$ cat src/rtl/spi_chain_pkg.sv
package spi_chain_pkg;
   // register address map, decoded from frame bits [30:24]
   localparam int ADR_NOP   = 0;
   localparam int ADR_DATA  = 1;
   localparam int ADR_CFG1  = 2;
   localparam int ADR_CLR   = 3;
   localparam int ADR_TRIG  = 4;
   localparam int ADR_STAT  = 5;
   localparam int ADR_CFG2  = 6;
   localparam int NUM_REGS  = 7;
   // status register: write-one-to-clear error bit
   localparam int ERR_BIT   = 0;
   // registers backed by plain storage (status and no-op are special)
   localparam logic [NUM_REGS-1:0] STORE_MASK = 7'b101_1110;
endpackage

$ cat src/rtl/spi_edge_sync.sv
module spi_edge_sync #(
   parameter int STAGES = 2
) (
   input  logic clk,
   input  logic rst_n,
   input  logic sclk,
   input  logic cs_n,
   input  logic sdi,
   output logic sclk_rise,
   output logic sclk_fall,
   output logic cs_rise,
   output logic cs_fall,
   output logic cs_active,
   output logic sdi_q
);
   // bit 0 sclk, bit 1 cs_n, bit 2 sdi
   localparam logic [2:0] IDLE_VEC = 3'b010;

   if (STAGES < 1) begin : g_bad_stages
      $error("spi_edge_sync: STAGES must be at least 1");
   end

   logic [STAGES-1:0][2:0] chain;
   logic [1:0]             prev;
   logic [2:0]             last;

   always_ff @(posedge clk or negedge rst_n) begin
      if (!rst_n) begin
         for (int i = 0; i < STAGES; i++) chain[i] <= IDLE_VEC;
         prev <= IDLE_VEC[1:0];
      end else begin
         chain[0] <= {sdi, cs_n, sclk};
         for (int i = 1; i < STAGES; i++) chain[i] <= chain[i-1];
         prev <= chain[STAGES-1][1:0];
      end
   end

   assign last      = chain[STAGES-1];
   assign sclk_rise =  last[0] & ~prev[0];
   assign sclk_fall = ~last[0] &  prev[0];
   assign cs_rise   =  last[1] & ~prev[1];
   assign cs_fall   = ~last[1] &  prev[1];
   assign cs_active = ~last[1];
   assign sdi_q     =  last[2];
endmodule

$ cat src/rtl/spi_shifter.sv
module spi_shifter #(
   parameter int FRAME_W     = 32,
   parameter bit FAST_SDO_EN = 1'b1
) (
   input  logic               clk,
   input  logic               rst_n,
   input  logic               sclk_rise,
   input  logic               sclk_fall,
   input  logic               cs_rise,
   input  logic               cs_fall,
   input  logic               cs_active,
   input  logic               sdi,
   input  logic               fast_sdo,
   output logic               sdo,
   output logic [FRAME_W-1:0] frame_word,
   output logic               frame_ok,
   output logic               frame_bad
);
   localparam int CNT_W = (FRAME_W > 1) ? $clog2(FRAME_W) : 1;
   localparam int MSB   = FRAME_W - 1;

   if (FRAME_W < 2) begin : g_bad_frame
      $error("spi_shifter: FRAME_W must be at least 2");
   end

   logic [FRAME_W-1:0] shreg;
   logic [CNT_W-1:0]   cnt;
   logic               full;
   logic               shift_en;
   logic               sdo_q;

   assign shift_en = cs_active & sclk_fall;

   always_ff @(posedge clk or negedge rst_n) begin
      if (!rst_n) begin
         shreg <= '0;
      end else if (shift_en) begin
         shreg <= {shreg[MSB-1:0], sdi};
      end
   end

   // bit counter modulo the frame width; full marks one whole frame seen
   always_ff @(posedge clk or negedge rst_n) begin
      if (!rst_n) begin
         cnt  <= '0;
         full <= 1'b0;
      end else if (cs_fall) begin
         cnt  <= '0;
         full <= 1'b0;
      end else if (shift_en) begin
         if (cnt == CNT_W'(FRAME_W - 1)) begin
            cnt  <= '0;
            full <= 1'b1;
         end else begin
            cnt <= cnt + 1'b1;
         end
      end
   end

   always_ff @(posedge clk or negedge rst_n) begin
      if (!rst_n) begin
         frame_word <= '0;
         frame_ok   <= 1'b0;
         frame_bad  <= 1'b0;
      end else begin
         frame_ok  <= cs_rise &  (full & (cnt == '0));
         frame_bad <= cs_rise & ~(full & (cnt == '0));
         if (cs_rise) frame_word <= shreg;
      end
   end

   if (FAST_SDO_EN) begin : g_sdo_dual
      always_ff @(posedge clk or negedge rst_n) begin
         if (!rst_n) begin
            sdo_q <= 1'b0;
         end else if (fast_sdo) begin
            if (cs_fall)       sdo_q <= shreg[MSB];
            else if (shift_en) sdo_q <= shreg[MSB-1];
         end else if (cs_active && sclk_rise) begin
            sdo_q <= shreg[MSB];
         end
      end


      sdo_fast_chk: assert property (@(posedge clk) disable iff (!rst_n)
         (fast_sdo && !sclk_fall && !cs_fall) |=> $stable(sdo_q))
         else $error("fast-mode data out moved without a falling edge");
   end else begin : g_sdo_plain
      always_ff @(posedge clk or negedge rst_n) begin
         if (!rst_n)                      sdo_q <= 1'b0;
         else if (cs_active && sclk_rise) sdo_q <= shreg[MSB];
      end
   end

   assign sdo = sdo_q;


   shreg_hold_chk: assert property (@(posedge clk) disable iff (!rst_n)
      !cs_active |=> $stable(shreg))
      else $error("shift register moved while deselected");


   sdo_norm_chk: assert property (@(posedge clk) disable iff (!rst_n)
      (!fast_sdo && !sclk_rise) |=> $stable(sdo_q))
      else $error("normal-mode data out moved without a rising edge");


   commit_once_chk: assert property (@(posedge clk) disable iff (!rst_n)
      frame_ok |=> !frame_ok)
      else $error("frame committed twice for one select edge");
endmodule

$ cat src/rtl/spi_regfile.sv
module spi_regfile
   import spi_chain_pkg::*;
#(
   parameter int                FRAME_W  = 32,
   parameter int                ADDR_W   = 7,
   parameter int                DATA_W   = 24,
   parameter logic [DATA_W-1:0] CFG1_RST = 24'h004C80,
   parameter logic [DATA_W-1:0] CFG2_RST = 24'h000040,
   parameter int                FAST_BIT = 13
) (
   input  logic               clk,
   input  logic               rst_n,
   input  logic               frame_ok,
   input  logic               frame_bad,
   input  logic [FRAME_W-1:0] frame_word,
   output logic [DATA_W-1:0]  dac_code,
   output logic               dac_load,
   output logic [DATA_W-1:0]  cfg_main,
   output logic [DATA_W-1:0]  cfg_aux,
   output logic [DATA_W-1:0]  clr_code,
   output logic [DATA_W-1:0]  trig_word,
   output logic               frame_err,
   output logic               fast_sdo
);
   if (FRAME_W != 1 + ADDR_W + DATA_W) begin : g_bad_split
      $error("spi_regfile: FRAME_W must equal 1 + ADDR_W + DATA_W");
   end
   if (FAST_BIT >= DATA_W || ADDR_W < 3) begin : g_bad_field
      $error("spi_regfile: FAST_BIT or ADDR_W out of range");
   end

   logic              frame_rd;
   logic [ADDR_W-1:0] frame_addr;
   logic [DATA_W-1:0] payload;
   logic              wr_en;
   logic [DATA_W-1:0] reg_q [NUM_REGS];

   assign frame_rd   = frame_word[FRAME_W-1];
   assign frame_addr = frame_word[FRAME_W-2 -: ADDR_W];
   assign payload    = frame_word[DATA_W-1:0];
   assign wr_en      = frame_ok & ~frame_rd;

   for (genvar k = 0; k < NUM_REGS; k++) begin : g_reg
      if (STORE_MASK[k]) begin : g_store
         localparam logic [DATA_W-1:0] RST_VAL =
            (k == ADR_CFG1) ? CFG1_RST :
            (k == ADR_CFG2) ? CFG2_RST : '0;
         logic [DATA_W-1:0] q;
         always_ff @(posedge clk or negedge rst_n) begin
            if (!rst_n)                                   q <= RST_VAL;
            else if (wr_en && frame_addr == ADDR_W'(k))   q <= payload;
         end
         assign reg_q[k] = q;
      end else begin : g_none
         assign reg_q[k] = '0;
      end
   end

   always_ff @(posedge clk or negedge rst_n) begin
      if (!rst_n) dac_load <= 1'b0;
      else        dac_load <= wr_en && (frame_addr == ADDR_W'(ADR_DATA));
   end

   always_ff @(posedge clk or negedge rst_n) begin
      if (!rst_n)
         frame_err <= 1'b0;
      else if (frame_bad)
         frame_err <= 1'b1;
      else if (wr_en && frame_addr == ADDR_W'(ADR_STAT) && payload[ERR_BIT])
         frame_err <= 1'b0;
   end

   assign dac_code  = reg_q[ADR_DATA];
   assign cfg_main  = reg_q[ADR_CFG1];
   assign clr_code  = reg_q[ADR_CLR];
   assign trig_word = reg_q[ADR_TRIG];
   assign cfg_aux   = reg_q[ADR_CFG2];
   assign fast_sdo  = cfg_main[FAST_BIT];


   load_pulse_chk: assert property (@(posedge clk) disable iff (!rst_n)
      dac_load |=> !dac_load)
      else $error("load strobe longer than one cycle");


   load_pairs_data_chk: assert property (@(posedge clk) disable iff (!rst_n)
      !dac_load |-> $stable(dac_code))
      else $error("data word changed without a load strobe");


   nop_hold_chk: assert property (@(posedge clk) disable iff (!rst_n)
      (frame_ok && (frame_rd || frame_addr == '0)) |=>
         ($stable(dac_code) && $stable(cfg_main) && $stable(cfg_aux) &&
          $stable(clr_code) && $stable(trig_word) && !dac_load))
      else $error("ignored frame changed a register");


   err_set_chk: assert property (@(posedge clk) disable iff (!rst_n)
      frame_bad |=> frame_err)
      else $error("bad-length frame did not raise the error flag");
endmodule

$ cat src/rtl/spi_chain_regif.sv
module spi_chain_regif #(
   parameter int                FRAME_W     = 32,
   parameter int                ADDR_W      = 7,
   parameter int                DATA_W      = 24,
   parameter int                SYNC_STAGES = 2,
   parameter bit                FAST_SDO_EN = 1'b1,
   parameter logic [DATA_W-1:0] CFG1_RST    = 24'h004C80,
   parameter logic [DATA_W-1:0] CFG2_RST    = 24'h000040,
   parameter int                FAST_BIT    = 13
) (
   input  logic              clk,
   input  logic              rst_n,
   input  logic              spi_sclk,
   input  logic              spi_cs_n,
   input  logic              spi_sdi,
   output logic              spi_sdo,
   output logic [DATA_W-1:0] dac_code,
   output logic              dac_load,
   output logic [DATA_W-1:0] cfg_main,
   output logic [DATA_W-1:0] cfg_aux,
   output logic [DATA_W-1:0] clr_code,
   output logic [DATA_W-1:0] trig_word,
   output logic              frame_err
);
   logic               sclk_rise, sclk_fall, cs_rise, cs_fall, cs_active, sdi_q;
   logic               fast_sdo, frame_ok, frame_bad;
   logic [FRAME_W-1:0] frame_word;

   spi_edge_sync #(.STAGES(SYNC_STAGES)) u_sync (
      .clk       (clk),
      .rst_n     (rst_n),
      .sclk      (spi_sclk),
      .cs_n      (spi_cs_n),
      .sdi       (spi_sdi),
      .sclk_rise (sclk_rise),
      .sclk_fall (sclk_fall),
      .cs_rise   (cs_rise),
      .cs_fall   (cs_fall),
      .cs_active (cs_active),
      .sdi_q     (sdi_q)
   );

   spi_shifter #(.FRAME_W(FRAME_W), .FAST_SDO_EN(FAST_SDO_EN)) u_shift (
      .clk        (clk),
      .rst_n      (rst_n),
      .sclk_rise  (sclk_rise),
      .sclk_fall  (sclk_fall),
      .cs_rise    (cs_rise),
      .cs_fall    (cs_fall),
      .cs_active  (cs_active),
      .sdi        (sdi_q),
      .fast_sdo   (fast_sdo),
      .sdo        (spi_sdo),
      .frame_word (frame_word),
      .frame_ok   (frame_ok),
      .frame_bad  (frame_bad)
   );

   spi_regfile #(
      .FRAME_W  (FRAME_W),
      .ADDR_W   (ADDR_W),
      .DATA_W   (DATA_W),
      .CFG1_RST (CFG1_RST),
      .CFG2_RST (CFG2_RST),
      .FAST_BIT (FAST_BIT)
   ) u_regs (
      .clk        (clk),
      .rst_n      (rst_n),
      .frame_ok   (frame_ok),
      .frame_bad  (frame_bad),
      .frame_word (frame_word),
      .dac_code   (dac_code),
      .dac_load   (dac_load),
      .cfg_main   (cfg_main),
      .cfg_aux    (cfg_aux),
      .clr_code   (clr_code),
      .trig_word  (trig_word),
      .frame_err  (frame_err),
      .fast_sdo   (fast_sdo)
   );
endmodule

$ cat config.mk
export PLATFORM = sky130hd
export DESIGN_NAME = spi_chain_regif
export DESIGN_NICKNAME = d
export VERILOG_FILES = /design/src/rtl/spi_chain_pkg.sv /design/src/rtl/spi_edge_sync.sv /design/src/rtl/spi_shifter.sv /design/src/rtl/spi_regfile.sv /design/src/rtl/spi_chain_regif.sv
export SDC_FILE = /design/constraint.sdc
export NUM_CORES = 1
export LEC_CHECK = 0
export ABC_CLOCK_PERIOD_IN_PS = 3400
export BUFFER_PORTS_ARGS = -buffer_cell sky130_fd_sc_hd__buf_2
export CORE_MARGIN = 5
export CORE_UTILIZATION = 50
export CTS_BUF_LIST = sky130_fd_sc_hd__clkbuf_8
export CTS_CLUSTER_SIZE = 25
export DETAILED_ROUTE_END_ITERATION = 7
export PLACE_DENSITY = 0.72
export REMOVE_ABC_BUFFERS = 1
export SLEW_MARGIN = 20
export SYNTH_ARGS = -nofsm -noshare
export SYNTH_HDL_FRONTEND = slang
export SYNTH_SLANG_ARGS = --single-unit
$ cat constraint.sdc
create_clock -name clk -period 3.4 [get_ports clk]
set_clock_uncertainty 0.05 [all_clocks]
set_input_delay 0.68 -clock clk [delete_from_list [all_inputs] [get_ports clk]]
set_output_delay 0.68 -clock clk [all_outputs]
set_load 0.02 [all_outputs]
**Word-level counts from Yosys, hierarchy flattened**

Cells that the tools add are included.

- Memories: 0
- Memory bits (writable): 0
- Latch bits: 0
- Output and inout port bits: 123
- Word-level logic and storage cells: 68
- Bits of input ports: 5
- ROM bits: 0
- Bits in registers: 203

- Reductions and logical operators: 15
- Shift operators: 0
- Mux-type cells: 12
- Bitwise gates (word level): 15
- Order comparisons: 0
- Add/sub/neg operators: 1
- Eq/ne operators: 8
- Div/mod/pow operators: 0
- Multipliers: 0

Operators with widths:

| kind | number |
|---|---|
| $eq 7x3->1 const B | 3 |
| $mux 5 | 3 |
| $eq 7x2->1 const B | 2 |
| $and 1x1->1 | 9 |
| $mux 1 | 9 |
| $logic_and 1x1->1 | 8 |
| $reduce_bool 2->1 | 4 |
| $eq 7x1->1 const B | 1 |
| $not 1->1 | 6 |
| $add 5x1->5 const B | 1 |
| $eq 5x5->1 const B | 1 |
| $logic_not 5->1 | 1 |
| $reduce_and 2->1 | 2 |
| $ne 3x3->1 const B | 1 |

**Depth between registers and ports, before layout**

- Depth in word-level cells: 6
- Gate-level depth with buffers: 6
- Gate-level depth less buffers: 6

**Modules after synthesis**

Synthesis repeated with hierarchy kept, for this count alone.

- Cell total of the unflattened synthesis: 465
- Area, all modules: 7816.2 um2

By module, submodules not included:

| module | cells an instance | times used | area each (um2) | sequential area each (um2) |
|---|---|---|---|---|
| spi_regfile | 266 | 1 | 4710.8 | 3059.2 |
| spi_shifter | 186 | 1 | 2867.8 | 1826.8 |
| spi_edge_sync | 13 | 1 | 237.7 | 203.9 |

**Worst setup path before layout**

Ideal clock, no wire load.

- Path kind: register to register
- From: register u_shift.frame_word[31]
- To: register u_regs.g_reg[3].g_store.q[13] (netlist: u_regs.clr_code[13])
- Library setup time: 128 ps
- Cell stages (with the launch flop): 6
- Arrival: 1907 ps
- Path slack: 1316 ps
- Path buffers: 1
- Clock period less this slack: 2084 ps
- Data required time: 3222 ps
- Cells stage by stage: dfrtp_1 or4b_4 nor4b_4 nand2_4 buf_6 mux2_1

- Cells in the longest elaborated chain, start to end: 3

Ends and longest elaborated chain:

| element | RTL line | text |
|---|---|---|
| from (decl) | spi_shifter.sv:15 | `output logic [FRAME_W-1:0] frame_word,` |
| from (signal assigned) | spi_shifter.sv:68 | `if (cs_rise) frame_word <= shreg;` |
| $not 1->1 | spi_regfile.sv:41 | `assign wr_en = frame_ok & ~frame_rd;` |
| $and 1x1->1 | spi_regfile.sv:41 |  |
| $logic_and 1x1->1 | spi_regfile.sv:51 | `else if (wr_en && frame_addr == ADDR_W'(k)) q <= payload;` |
| to (signal assigned) | spi_regfile.sv:51 |  |
| to (decl) | spi_regfile.sv:48 | `logic [DATA_W-1:0] q;` |

Every way passes these cells.
A chain may end at the register's enable or synchronous reset.

**Final worst setup path**

- From: register u_shift.frame_word[31]
- To: register u_regs.g_reg[1].g_store.q[18] (netlist: u_regs.dac_code[18])

- Cells in the longest elaborated chain, start to end: 3

Ends and longest elaborated chain:

| element | RTL line |
|---|---|
| $not 1->1 | spi_regfile.sv:41 |
| $and 1x1->1 | spi_regfile.sv:41 |
| $logic_and 1x1->1 | spi_regfile.sv:51 |
| to (signal assigned) | spi_regfile.sv:51 |
| to (decl) | spi_regfile.sv:48 |

Every way passes these cells.

==> key figures <==
Outcome
  – Status: finished, final reports clean

Power
  – Pwr/cell area: 516 nW/um^2
  – Worst vdd ir: 0.276 mV
  – Leakage: 5.24 nW

Floorplanning
  – Die footprint: 18,000 sq um
  – Chip width: 134 microns
  – Initial Util: 50.8%
  – Total core area: 15,100 sq um
  – Number of placement rows: 45
  – I/O Pins: 128
  – Die Y: 134 microns

Critical path
  – CP required: 3.73 ns
  – Crit path launch: u_shift.frame_word[31]
  – CP Capture Type: flop
  – CP Class: flop to flop
  – Top Family by Delay on Critical Path: simple AND/OR/NAND/NOR gates
  – CP max FO: 16
  – R2R Setup Slk: 0.89 ns
  – R2r endpoint: u_regs.dac_code[18]
  – Slowest cell delay on critical path: 0.56 ns
  – R2R Path Start: u_shift.frame_word[31]
  – Critical path buffers and inverters: 1
  – Crit start category: flop
  – Cell count of the worst reg-to-reg path: 5
  – Worst EP arrival: 2.84 ns
  – Cell Chain, Critical Path: or4b_4 > nor4_2 > nand2_1 > buf_4 > mux2_2
  – Crit-path slowest cell: or4b_4

Job
  – Max-cap violation count: 0

Global route
  – Global-route usage over all layers: 17.8%
  – Largest net degree at the start of global routing: 82
  – First-pass GRT wire length: 25,800 microns
  – Vias in the first global route: 4,942
  – Grt total ovfl: 0
  – Initial antenna violation count: 0

Synthesis
  – Unique masters post-synth: 35
  – Syn Inst Count: 528
  – Synth warn: 0
  – Number of synthesized flops with an enable pin: 0
  – Syn_area_per_cell: 14.6 sq um
  – Most used DFF post-synth: dfrtp_1
  – Post-Syn Area: 7690 sq um
  – Seq/Total Area, Yosys: 66.2%
  – Register bit total from synthesis: 203
  – Synth async-reset ratio: 100%

Timing
  – Final setup fails: 0
  – Relative slew slack: 33.3%
  – RSZ-0062 raised after global routing: no
  – Hold Fails Final Rpt: 0
  – Setup WS post-layout: 0.889 ns
  – F_max: 0.398 GHz
  – Slew Viols, Final: 0
  – Worst hold slack: 0.150 ns
  – Fin crit share: 73.8%
  – Min Tclk post-route: 2.51 ns
  – Final setup TNS: 0 ns
  – Slew @ Worst Pin: 0.999 ns

Clocking
  – CTS root buf: clkbuf_8
  – Cts hold-fix bufs: 0
  – CTS tree: done
  – Register clock-pin slew on the reported worst setup and hold paths: 0.06 ns
  – Clk_lat worst skew: 0.51 ns
  – Resize count post-CTS: 0
  – Post-CTS Setup Bufs: 0
  – Num CTS Buffers: 34
  – H-tree depth: 2
  – Clk buf depth: 3
  – Clock Sinks: 203

Routing
  – Initial DRC Count: 205
  – DRT Pass-1 Iters: 4
  – Drt total wl: 15,600 microns
  – Via count: 4,636
  – Routed wire per std cell: 17.6 microns
  – Drt drc: 0
  – Drt via density: 5.23
  – ANT nets after route: 0

Place
  – RePlAce Congestion: 0.740
  – Port buffer count: 127
  – Detail Placement HPWL: 10,200 microns
  – Worst slack, placed: 0.917 ns

Cells and area
  – Share of cells above drive strength 1: 50.1%
  – Area occupied by multi-input gates: 2470 sq um
  – Sequential cell area: 5090 sq um
  – Area growth syn-to-layout: 19.4%
  – Antenna diodes: 0
  – Final #Nets: 683
  – Fill cells: 1,182

Hold path
  – HP Class: primary input to asynchronous set/reset pin
[final cells by class]
type / instances / area share [%]
Clock inverter: 19 / 1.23
Multi-Input combinational cell: 300 / 26.9
Clock buffer: 40 / 6.00
Sequential cell: 203 / 55.4
Inverter: 3 / 0.123
Timing Repair Buffer: 133 / 7.78
Tap cell: 188 / 2.56
[worst reg2reg max path, delay by kind of cell (launching register included)]
family | cells | cell delay [ns]
simple gates | 3 | 1.27
flops | 1 | 0.37
mux | 1 | 0.31
buf+inv | 1 | 0.37
[sequential cells by signal, summed over array words and instances, names as in the netlist, 2 cells and up]
signal,flops
u_regs.dac_code,24
u_shift.shreg,32
u_shift.frame_word,32
u_regs.cfg_aux,24
u_sync.last,3
u_regs.trig_word,24
u_regs.clr_code,24
u_sync.prev,2
u_shift.cnt,5
u_sync.chain,3
u_regs.cfg_main,24
[cell usage after synthesis (2+ instances only)]
| master | n | area (sq um) |
|---|---|---|
| o21ai_0 | 3 | 15.0 |
| nand2_4 | 3 | 33.8 |
| a21oi_1 | 5 | 25.0 |
| or3b_2 | 2 | 17.5 |
| buf_2 | 4 | 20.0 |
| nor2_1 | 4 | 15.0 |
| nand2_1 | 101 | 379 |
| clkbuf_1 | 11 | 41.3 |
| dfstp_2 | 8 | 210 |
| nand3_1 | 2 | 10.0 |
| mux2_2 | 151 | 1700 |
| ha_1 | 3 | 37.5 |
| nand3b_1 | 2 | 15.0 |
| mux2_1 | 2 | 22.5 |
| inv_1 | 3 | 11.3 |
| buf_6 | 6 | 67.6 |
| nor2b_1 | 6 | 37.5 |
| dfrtp_1 | 195 | 4880 |
[stage by stage]
step                utilization, %  instances  total power [W]  cell area, sq um
floorplan                        -        506          0.00263              7560
global placement              56.2        827          0.00272              8520
detailed placement            56.2        827          0.00272              8520
CTS                           60.6        886          0.00480              9180
global route                  60.6        886          0.00494              9180
finish                        60.6        886          0.00474              9180
[metal layers]
metal	vias to the layer above	track usage, %	wire length (microns)
met5	-	0	0
met1	2396	23.5	6640
met3	27	4.09	809
li1	2104	-	-
met2	109	29.4	7830
met4	0	6.17	316
[cells by family after synthesis]
logic type                 Yosys count  share of synthesized area (%)
AOI/OAI and AO/OA                   11                          0.797
adders and majority gates            3                          0.488
buffers and inverters               25                           1.92
DFF                                203                           66.2
muxes                              154                           22.6
and+or+nand+nor                    132                           8.04
[how the worst max path moves through the flow]
stage	to	slack (ns)	depth (start not counted)
2_1_floorplan	u_shift.cnt[2]	0.29	4
3_3_place_gp	u_regs.dac_code[0]	1.01	5
3_5_place_dp	u_regs.dac_code[0]	0.92	5
4_1_cts	u_regs.dac_code[0]	0.88	5
5_1_grt	u_regs.dac_code[16]	0.81	5
6_report	u_regs.dac_code[18]	0.89	5
[report_power, final]
group          switching [W]  leakage, nW  internal, W
Combinational      0.0000857         2.07    0.0000501
Sequential         0.0000670         2.78      0.00247
Clock               0.000912        0.390      0.00115
[cell usage in the layout (no fill, tap or decap), types with 2 or more instances in the layout]
cell type / instances
dfrtp_1: 195
mux2_2: 151
buf_2: 126
nand2_1: 101
clkbuf_8: 41
inv_1: 15
dfstp_2: 8
nor2b_1: 5
a21oi_1: 5
nor2_1: 4
clkinv_2: 4
buf_4: 4
o21ai_0: 3
nand2_4: 3
ha_1: 3
or3b_2: 2
nand3_1: 2
nand3b_1: 2
mux2_1: 2
inv_6: 2
buf_12: 2
No activity file was read; power rests on OpenSTA's default activity.
